File: src/rtl/flash_seq_pkg.sv
package flash_seq_pkg;
  typedef enum logic [1:0] {
    OP_RD_NARROW = 2'b00,
    OP_RD_WIDE   = 2'b01,
    OP_WR_NARROW = 2'b10,
    OP_WR_WIDE   = 2'b11
  } op_e;

  function automatic op_e op_of(input logic is_wr, input logic is_wide);
    return op_e'({is_wr, is_wide});
  endfunction

  function automatic logic op_is_write(input op_e op);
    return op[1];
  endfunction

  function automatic logic op_is_wide(input op_e op);
    return op[0];
  endfunction
endpackage

File: src/rtl/flash_seq_ctrl.sv
module flash_seq_ctrl #(
  parameter int WAIT_W = 4
) (
  input  logic              clk,
  input  logic              rst_n,
  input  logic              req_valid,
  input  logic              abort,
  input  logic [WAIT_W-1:0] cfg_wait,
  output logic              active,
  output logic [WAIT_W-1:0] idx,
  output logic              last,
  output logic              accept,
  output logic              req_ready
);
  logic              active_d;
  logic [WAIT_W-1:0] idx_d, wait_q, wait_d;

  always_comb begin
    last      = active && (idx == wait_q);
    req_ready = !active || last || abort;
    accept    = req_valid && req_ready;
    active_d  = accept || (active && !last && !abort);
    wait_d    = accept ? cfg_wait : wait_q;
    if (accept)        idx_d = '0;
    else if (active_d) idx_d = idx + 1'b1;
    else               idx_d = '0;
  end

  always_ff @(posedge clk or negedge rst_n) begin
    if (!rst_n) begin
      active <= 1'b0;
      idx    <= '0;
      wait_q <= '0;
    end else begin
      active <= active_d;
      idx    <= idx_d;
      if (accept) wait_q <= wait_d;
    end
  end

  p_idx_bound_r2: assert property (@(posedge clk) disable iff (!rst_n)
    active |-> (idx <= wait_q));
  p_abort_ends_r10: assert property (@(posedge clk) disable iff (!rst_n)
    (active && abort && !req_valid) |=> !active);
  p_accept_starts_r11: assert property (@(posedge clk) disable iff (!rst_n)
    accept |=> (active && idx == '0));
  p_busy_ignored_r12: assert property (@(posedge clk) disable iff (!rst_n)
    (active && !last && !abort) |=> (active && idx == $past(idx) + 1'b1));
endmodule

File: src/rtl/flash_seq_strobe.sv
module flash_seq_strobe
  import flash_seq_pkg::*;
#(
  parameter int WAIT_W = 4,
  parameter int OFS_W  = 2
) (
  input  logic              clk,
  input  logic              rst_n,
  input  logic              accept,
  input  logic              active,
  input  logic [WAIT_W-1:0] idx,
  input  logic              last,
  input  logic              abort,
  input  op_e               op,
  input  logic [OFS_W-1:0]  cfg_ale_ofs,
  input  logic [OFS_W-1:0]  cfg_eq_ofs,
  output logic              ce_n,
  output logic              we_n,
  output logic              oe_n,
  output logic              ale,
  output logic              eq,
  output logic              ready
);
  localparam int CMP_W = (WAIT_W > OFS_W) ? WAIT_W : OFS_W;

  logic [OFS_W-1:0] ale_q, eq_q;
  logic [CMP_W-1:0] idx_x, ale_x, eq_x;

  always_ff @(posedge clk or negedge rst_n) begin
    if (!rst_n) begin
      ale_q <= '0;
      eq_q  <= '0;
    end else if (accept) begin
      ale_q <= cfg_ale_ofs;
      eq_q  <= cfg_eq_ofs;
    end
  end

  always_comb begin
    idx_x = CMP_W'(idx);
    ale_x = CMP_W'(ale_q);
    eq_x  = CMP_W'(eq_q);
    ce_n  = !active;
    we_n  = !(active && op_is_write(op));
    oe_n  = !(active && !op_is_write(op));
    ale   = active && (idx_x == ale_x);
    eq    = active && (idx_x == eq_x);
    ready = last && !abort;
  end

  p_enable_in_ce_r3: assert property (@(posedge clk) disable iff (!rst_n)
    (!we_n || !oe_n) |-> !ce_n);
  p_strobe_in_ce_r5: assert property (@(posedge clk) disable iff (!rst_n)
    (ale || eq) |-> !ce_n);
  p_ready_in_ce_r4: assert property (@(posedge clk) disable iff (!rst_n)
    ready |-> !ce_n);
endmodule

File: src/rtl/flash_seq_datapath.sv
module flash_seq_datapath
  import flash_seq_pkg::*;
#(
  parameter int ADDR_W = 20,
  parameter int DATA_W = 64
) (
  input  logic                clk,
  input  logic                rst_n,
  input  logic                accept,
  input  logic                active,
  input  logic                ready,
  input  logic                req_write,
  input  logic                req_wide,
  input  logic [ADDR_W-1:0]   req_addr,
  input  logic [DATA_W/2-1:0] req_wdata,
  input  logic [DATA_W-1:0]   fl_rdata,
  output op_e                 op,
  output logic [ADDR_W-1:0]   fl_addr,
  output logic [DATA_W/2-1:0] fl_wdata,
  output logic                fl_wide,
  output logic [DATA_W-1:0]   rdata
);
  localparam int HALF_W = DATA_W / 2;
  localparam int QTR_W  = DATA_W / 4;

  op_e               op_d;
  logic [HALF_W-1:0] wdata_d;

  always_comb begin
    op_d = op_of(req_write, req_wide);
    if (!req_write)    wdata_d = '0;
    else if (req_wide) wdata_d = req_wdata;
    else               wdata_d = {{(HALF_W-QTR_W){1'b0}}, req_wdata[QTR_W-1:0]};
  end

  always_ff @(posedge clk or negedge rst_n) begin
    if (!rst_n) begin
      op       <= OP_RD_NARROW;
      fl_addr  <= '0;
      fl_wdata <= '0;
    end else if (accept) begin
      op       <= op_d;
      fl_addr  <= req_addr;
      fl_wdata <= wdata_d;
    end
  end

  always_comb begin
    fl_wide = op_is_wide(op);
    if (!ready || op_is_write(op)) rdata = '0;
    else if (op_is_wide(op))       rdata = fl_rdata;
    else                           rdata = {{HALF_W{1'b0}}, fl_rdata[HALF_W-1:0]};
  end

  p_wr_narrow_r9: assert property (@(posedge clk) disable iff (!rst_n)
    (active && op == OP_WR_NARROW) |-> (fl_wdata[HALF_W-1:QTR_W] == '0));
  p_rd_narrow_r8: assert property (@(posedge clk) disable iff (!rst_n)
    (op == OP_RD_NARROW) |-> (rdata[DATA_W-1:HALF_W] == '0));
  p_addr_hold_r9: assert property (@(posedge clk) disable iff (!rst_n)
    (active && !$past(accept)) |-> $stable(fl_addr));
endmodule

File: src/rtl/flash_cycle_seq.sv
module flash_cycle_seq
  import flash_seq_pkg::*;
#(
  parameter int ADDR_W = 20,
  parameter int DATA_W = 64,
  parameter int WAIT_W = 4,
  parameter int OFS_W  = 2
) (
  input  logic                clk,
  input  logic                rst_n,
  input  logic                req_valid,
  input  logic                req_write,
  input  logic                req_wide,
  input  logic [ADDR_W-1:0]   req_addr,
  input  logic [DATA_W/2-1:0] req_wdata,
  input  logic                abort,
  output logic                req_ready,
  input  logic [WAIT_W-1:0]   cfg_wait,
  input  logic [OFS_W-1:0]    cfg_ale_ofs,
  input  logic [OFS_W-1:0]    cfg_eq_ofs,
  output logic                fl_ce_n,
  output logic                fl_we_n,
  output logic                fl_oe_n,
  output logic                fl_ale,
  output logic                fl_eq,
  output logic [ADDR_W-1:0]   fl_addr,
  output logic [DATA_W/2-1:0] fl_wdata,
  output logic                fl_wide,
  input  logic [DATA_W-1:0]   fl_rdata,
  output logic                done,
  output logic [DATA_W-1:0]   rdata
);
  logic [1:0]        rst_sync;
  logic              srst_n;
  logic              active, last, accept;
  logic [WAIT_W-1:0] idx;
  op_e               op;

  always_ff @(posedge clk or negedge rst_n) begin
    if (!rst_n) rst_sync <= 2'b00;
    else        rst_sync <= {rst_sync[0], 1'b1};
  end
  assign srst_n = rst_sync[1];

  flash_seq_ctrl #(.WAIT_W(WAIT_W)) u_ctrl (
    .clk(clk), .rst_n(srst_n), .req_valid(req_valid), .abort(abort),
    .cfg_wait(cfg_wait), .active(active), .idx(idx), .last(last),
    .accept(accept), .req_ready(req_ready)
  );

  flash_seq_strobe #(.WAIT_W(WAIT_W), .OFS_W(OFS_W)) u_strobe (
    .clk(clk), .rst_n(srst_n), .accept(accept), .active(active), .idx(idx),
    .last(last), .abort(abort), .op(op), .cfg_ale_ofs(cfg_ale_ofs),
    .cfg_eq_ofs(cfg_eq_ofs), .ce_n(fl_ce_n), .we_n(fl_we_n), .oe_n(fl_oe_n),
    .ale(fl_ale), .eq(fl_eq), .ready(done)
  );

  flash_seq_datapath #(.ADDR_W(ADDR_W), .DATA_W(DATA_W)) u_dp (
    .clk(clk), .rst_n(srst_n), .accept(accept), .active(active), .ready(done),
    .req_write(req_write), .req_wide(req_wide), .req_addr(req_addr),
    .req_wdata(req_wdata), .fl_rdata(fl_rdata), .op(op), .fl_addr(fl_addr),
    .fl_wdata(fl_wdata), .fl_wide(fl_wide), .rdata(rdata)
  );

  p_abort_quiet_r10: assert property (@(posedge clk) disable iff (!srst_n)
    (!fl_ce_n && abort && !accept) |=> (fl_ce_n && fl_we_n && fl_oe_n && !fl_ale && !fl_eq && !done));
  p_idle_quiet_r1: assert property (@(posedge clk) disable iff (!srst_n)
    fl_ce_n |-> (fl_we_n && fl_oe_n && !fl_ale && !fl_eq && !done));
  p_done_ends_r4: assert property (@(posedge clk) disable iff (!srst_n)
    (done && !accept) |=> fl_ce_n);
endmodule

File: config.mk
export PLATFORM = sky130hd
export DESIGN_NAME = flash_cycle_seq
export DESIGN_NICKNAME = d
export VERILOG_FILES = /design/src/rtl/flash_seq_pkg.sv /design/src/rtl/flash_seq_ctrl.sv /design/src/rtl/flash_seq_strobe.sv /design/src/rtl/flash_seq_datapath.sv /design/src/rtl/flash_cycle_seq.sv
export SDC_FILE = /design/constraint.sdc
export NUM_CORES = 1
export LEC_CHECK = 0
export BUFFER_PORTS_ARGS = -buffer_cell sky130_fd_sc_hd__buf_2
export CAP_MARGIN = 20
export CELL_PAD_IN_SITES_DETAIL_PLACEMENT = 0
export CELL_PAD_IN_SITES_GLOBAL_PLACEMENT = 2
export CORE_MARGIN = 8
export CORE_UTILIZATION = 20
export DETAILED_ROUTE_END_ITERATION = 8
export MAX_ROUTING_LAYER = met4
export PLACE_DENSITY = 0.85
export RECOVER_POWER = 100
export SYNTH_ARGS = -nofsm -noshare
export SYNTH_HDL_FRONTEND = slang
export SYNTH_SLANG_ARGS = --single-unit
File: constraint.sdc
create_clock -name clk -period 1.95 [get_ports clk]
set_clock_uncertainty 0.05 [all_clocks]
set_input_delay 0.0975 -clock clk [delete_from_list [all_inputs] [get_ports clk]]
set_output_delay 0.0975 -clock clk [all_outputs]
set_load 0.1 [all_outputs]
==> Yosys cells after proc, flatten, opt, wreduce, memory -nomap -nowiden <==
Index checks and enable logic that the tools add are counted.
{ "word_totals": {"ff_bits": 69, "input_bits": 130, "out_inout_bits": 124} }
{ "op_classes": {"add_sub_neg": 1, "eq_ne": 3, "mux": 6, "n_reduce_logical": 20} }
{ "ops": {"columns": ["operator", "count"], "rows": [
  ["$mux 64", 2],
  ["$mux 32", 2],
  ["$logic_and 1x1->1", 9],
  ["$eq 4x2->1", 2],
  ["$mux 4", 2],
  ["$logic_not 1->1", 7],
  ["$add 4x1->4 const B", 1],
  ["$eq 4x4->1", 1],
  ["$logic_or 1x1->1", 4]
]} }

==> Depth between registers and ports, before layout <==
{ "depth": {"ltp_word": 8, "ltp_mapped": 10} }

==> Modules after synthesis <==
From an unflattened synthesis, not the netlist that was laid out.
{ "unflattened": {"hier_cells": 330, "area_unflattened_um2": 3649.8} }
{ "modules_own_cells": {"columns": ["module", "instances", "cells_each", "area_per_inst_um2"], "rows": [
  ["flash_seq_datapath", 1, 262, 2867.8],
  ["flash_seq_ctrl", 1, 46, 508.0],
  ["flash_seq_strobe", 1, 19, 220.2],
  ["flash_cycle_seq", 1, 3, 53.8]
]} }

==> Least setup slack after synthesis <==
Ideal clock, no wire load.
{ "synth_timing": {"kind": "flip-flop to output port", "from": "reg u_ctrl.active", "to": "out fl_ale", "t_arrival_ps": 3315, "slack_ps": -1512, "path_stages_with_launch": 4, "path_buffers": 0, "path_cell_list": "dfrtp_1 inv_1 or3_1 nor3_1"} }
{ "synth_between": {"elab_chain_cells": 1} }
{ "synth_rtl": {"columns": ["item", "line", "text"], "rows": [
  ["from (decl)", "flash_seq_ctrl.sv:9", "output logic active,"],
  ["from (signal assigned)", "flash_seq_ctrl.sv:35", "active <= active_d;"],
  ["$logic_and 1x1->1", "flash_seq_strobe.sv:46", "ale = active && (idx_x == ale_x);"],
  ["to (decl)", "flash_cycle_seq.sv:24", "output logic fl_ale,"]
]} }
No other way between the ends.

==> Worst setup path in the final report <==
{ "layout_timing": {"from": "reg u_ctrl.idx[2]", "to": "out rdata[62]"} }
{ "layout_between": {"elab_chain_cells": 6} }
{ "layout_rtl": {"columns": ["item", "line", "text"], "rows": [
  ["from (decl)", "flash_seq_ctrl.sv:10", "output logic [WAIT_W-1:0] idx,"],
  ["from (signal assigned)", "flash_seq_ctrl.sv:36", "idx <= idx_d;"],
  ["$eq 4x4->1", "flash_seq_ctrl.sv:19", "last = active && (idx == wait_q);"],
  ["$logic_and 1x1->1", "flash_seq_ctrl.sv:19", null],
  ["$logic_and 1x1->1", "flash_seq_strobe.sv:48", "ready = last && !abort;"],
  ["$logic_not 1->1", "flash_seq_datapath.sv:50", "if (!ready || op_is_write(op)) rdata = '0;"],
  ["$logic_or 1x1->1", "flash_seq_datapath.sv:50", null],
  ["$mux 64", "flash_seq_datapath.sv:50", null],
  ["to (decl)", "flash_cycle_seq.sv:31", "output logic [DATA_W-1:0] rdata"]
]} }
No other way between the ends.

==> summary.md <==
| Metric | Value |
|---|---|
| Dpl ws | -203.4 ps |
| Syn_area_per_cell | about 12 um^2 |
| Clk slew on worst S/H paths | approximately 60 ps |
| Yosys warning total | 0 |
| Bufs on Longest Clock Path | 2 |
| Commonest non-fill, non-tap cell in the layout | buf_2 |
| Outcome | complete, but fails checks |
| Design area | roughly 0.0075 mm^2 |
| Final setup vio count | between 100 and 150 |
| CP arrival | 2300 ps |
| CP max stage cell | or4_4 |
| Required @ worst endpoint | about 1800 ps |
| Sequential share of the synthesized area | 52.04% |
| First-pass GRT wire length | around 22000 um |
| Vias per cell | between 4 and 5 |
| Largest net degree at the start of global routing | 44 |
| CP Max Fanout | 8 |
| # port buffers | 253 |
| Final min period | between 2000 and 2500 ps |
| Placed wire-length estimate | 10780 um |
| GP Congestion | between 0.8 and 0.9 |
| Unique masters post-synth | 29 |
| Worst path max stage delay | roughly 550 ps |
| RSZ-0062 raised after global routing | yes |
| CTS tree | yes |
| Area of the mapped netlist | around 0.0033 mm^2 |
| Critical R2R Launch | u_ctrl.idx[2] |
| Adder-Cell Fraction of Synth Area | less than 1% |
| Max Slew Vio Count | 0 |
| Grt ovf | 0 |
| Die Wd | between 100 and 150 um |
| Avg WL per Cell | 18.49 um |
| Setup WS post-layout | -495.1 ps |
| Root buffer cell | clkbuf_16 |
| Die ar. | approximately 0.021 mm^2 |
| Synth Area in Compound Gates | a little under a tenth |
| FF+latch count, synth | 69 |
| Ordered list of cells on the worst path | xor2_1 -> or4_4 -> nor3_4 -> buf_6 -> clkbuf_16 -> and3_4 -> buf_12 |
| R2r setup slk | -480 ps |
| CP endpoint kind | output pin |
| Clock Sinks | 69 |
| Share of post-route cells with drive strength above 1 | just under 70% |
| Main combinational cell family by area after synthesis | simple AND/OR/NAND/NOR gates |
| H-Tree Depth | 3 |
| Final hold violation count | 0 |
| GRT Util Overall | 13.90% |
| Iteration-0 DRC Markers | between 80 and 90 |
| Leakage | about 3.5 nW |
| Core area | ~0.016 mm^2 |
| Die Ht | around 140 um |
| Starting Density | roughly 20% |
| Critical path type | reg -> out |
| Hold WS | 18.47 ps |
| Fin util | a little under half |
| P per Cell Area | 788.8 mW/mm^2 |
| Detailed-route wire length | between 15000 and 20000 um |
| Max Clock Freq | 409.0 MHz |
| Worst-Skew Late Latency | 330 ps |
| Synthesized netlist net count | approximately 400 |
| Maximum VDD drop | 580.2 uV |
| Vias in the first global route | between 3000 and 4000 |
| Rows | between 40 and 50 |
| Mux contribution to synthesized area | about an eighth |
| Dpl cell area | around 0.0063 mm^2 |
| Routed vias | 3518 |
| Startpoint Class | flip-flop |
| Post-Synthesis Cells | 271 |
| Antenna violations before repair | 2 |
| Simple-Gate Fraction of Synth Area | 18.25% |
| Critical Path Source | u_ctrl.idx[2] |
| Setup TNS | -56940 ps |
| Syn-to-layout area delta | 126.7% |
| Max-Cap Viols | 0 |
| HP Start | req_wdata[27] |
| Failing checks | negative setup slack |
| Routed Antenna Nets | 0 |
| Slew at the pin with the worst max-slew slack | 1184 ps |
| Fin nets | about 730 |
| Synth Area in XOR/XNOR | between 2 and 3% |
| HP Class | in -> reg |
| Max_slew headroom | 21.43% |
| Final period util | 125.4% |
| I/O Pins | between 200 and 300 |
| CTS Buf Count | 9 |
| Drc violations | 0 |
| TritonRoute pass-1 iters | 4 |
| Commonest cells after routing, fill and taps aside | 128 x buf_2, 73 x buf_12, 69 x dfrtp_1 |
-- per-layer routing --
layer | global-route usage [%] | wire length, um | vias up
met1 | 14.21 | 5287 | 1680
li1 | - | - | 1628
met2 | 24.56 | 7924 | 193
met3 | 4.856 | 1833 | 17
met5 | - | 0 | -
met4 | 4.381 | 186 | 0
-- final cells by class --
cell class	count	area, um^2
fillers	1441	8886
clock buffers	14	254.0
multi-input cells	174	1824
well taps	220	275.3
diodes	2	5.005
flip-flops and latches	69	1727
inverters	2	20.02
clock inverters	2	10.01
repair buffers	341	3406
-- cells in the mapped netlist (all sizes together) --
cell type,count,area share [%]
inv,1,0.11
a32o,16,4.8
or4,1,0.34
nor3,3,0.60
or3,1,0.19
nand3,17,2.6
conb,1,0.11
xnor2,1,0.26
o2bb2ai,16,4.2
dfrtp,69,52
clkinv,1,0.26
a22o,1,0.26
nor2b,1,0.19
clkbuf,14,1.6
buf,12,2.5
ha,1,0.38
and3,33,6.2
nand2b,3,0.57
nand2,2,0.45
mux2,29,13
xor2,9,2.4
nor2,4,0.45
and2,35,6.7
-- critical path, delay by kind of cell, from the launching register on --
kind | cells | cell delay (ps)
and+or+nand+nor | 3 | 910
buffers and inverters | 3 | 500
DFF | 1 | 380
xor gates and xnor gates | 1 | 160
-- through the flow --
step	std cells	power [mW]
global route	824	6.174
global placement	732	4.275
floorplan	271	3.705
detailed placement	732	4.302
CTS	816	6.001
finish	824	5.933
-- path summary, 6_finish.rpt --
path / endpoint / cells past startpoint
min in group asynchronous: rst_sync[0] / 2
setup / recovery: rdata[62] / 7
setup reg to reg: u_dp.fl_addr[13] / 9
hold / removal: u_dp.fl_wdata[27] / 3
hold reg to reg: rst_sync[1] / 0
max in group asynchronous: u_dp.fl_addr[17] / 1
-- flip-flops by register name, summed over array words and instances, names as in the netlist --
signal	count
u_ctrl.wait_q	4
rst_sync	2
u_strobe.eq_q	2
u_dp.fl_wdata	32
u_ctrl.active	1
u_dp.fl_addr	20
u_dp.op	2
u_ctrl.idx	4
u_strobe.ale_q	2
-- report_power, final --
part           internal (mW)  leakage (nW)  switching, mW  total, mW
registers               1.62         0.864          0.142       1.76
clock network          0.892         0.131          0.565       1.46
logic                  0.810          2.55           1.90       2.71
-- logic make-up after synthesis --
family	count (synthesis)
AO/OA/AOI/OAI	33
XOR/XNOR	10
other	1
AND/OR/NAND/NOR	100
multiplexers	29
buffers and inverters	28
adder cells (fa/ha/maj)	1
flip-flops	69
-- repair_timing --
item,CTS,global route
gates cloned,8,6
resized for setup,11,4
buffers inserted,6,0
setup endpoints to repair,126,132
pin swaps,1,4
hold buffers,54,0
hold endpoints to repair,55,0
Note: power is estimated with default switching activity, not from simulation.
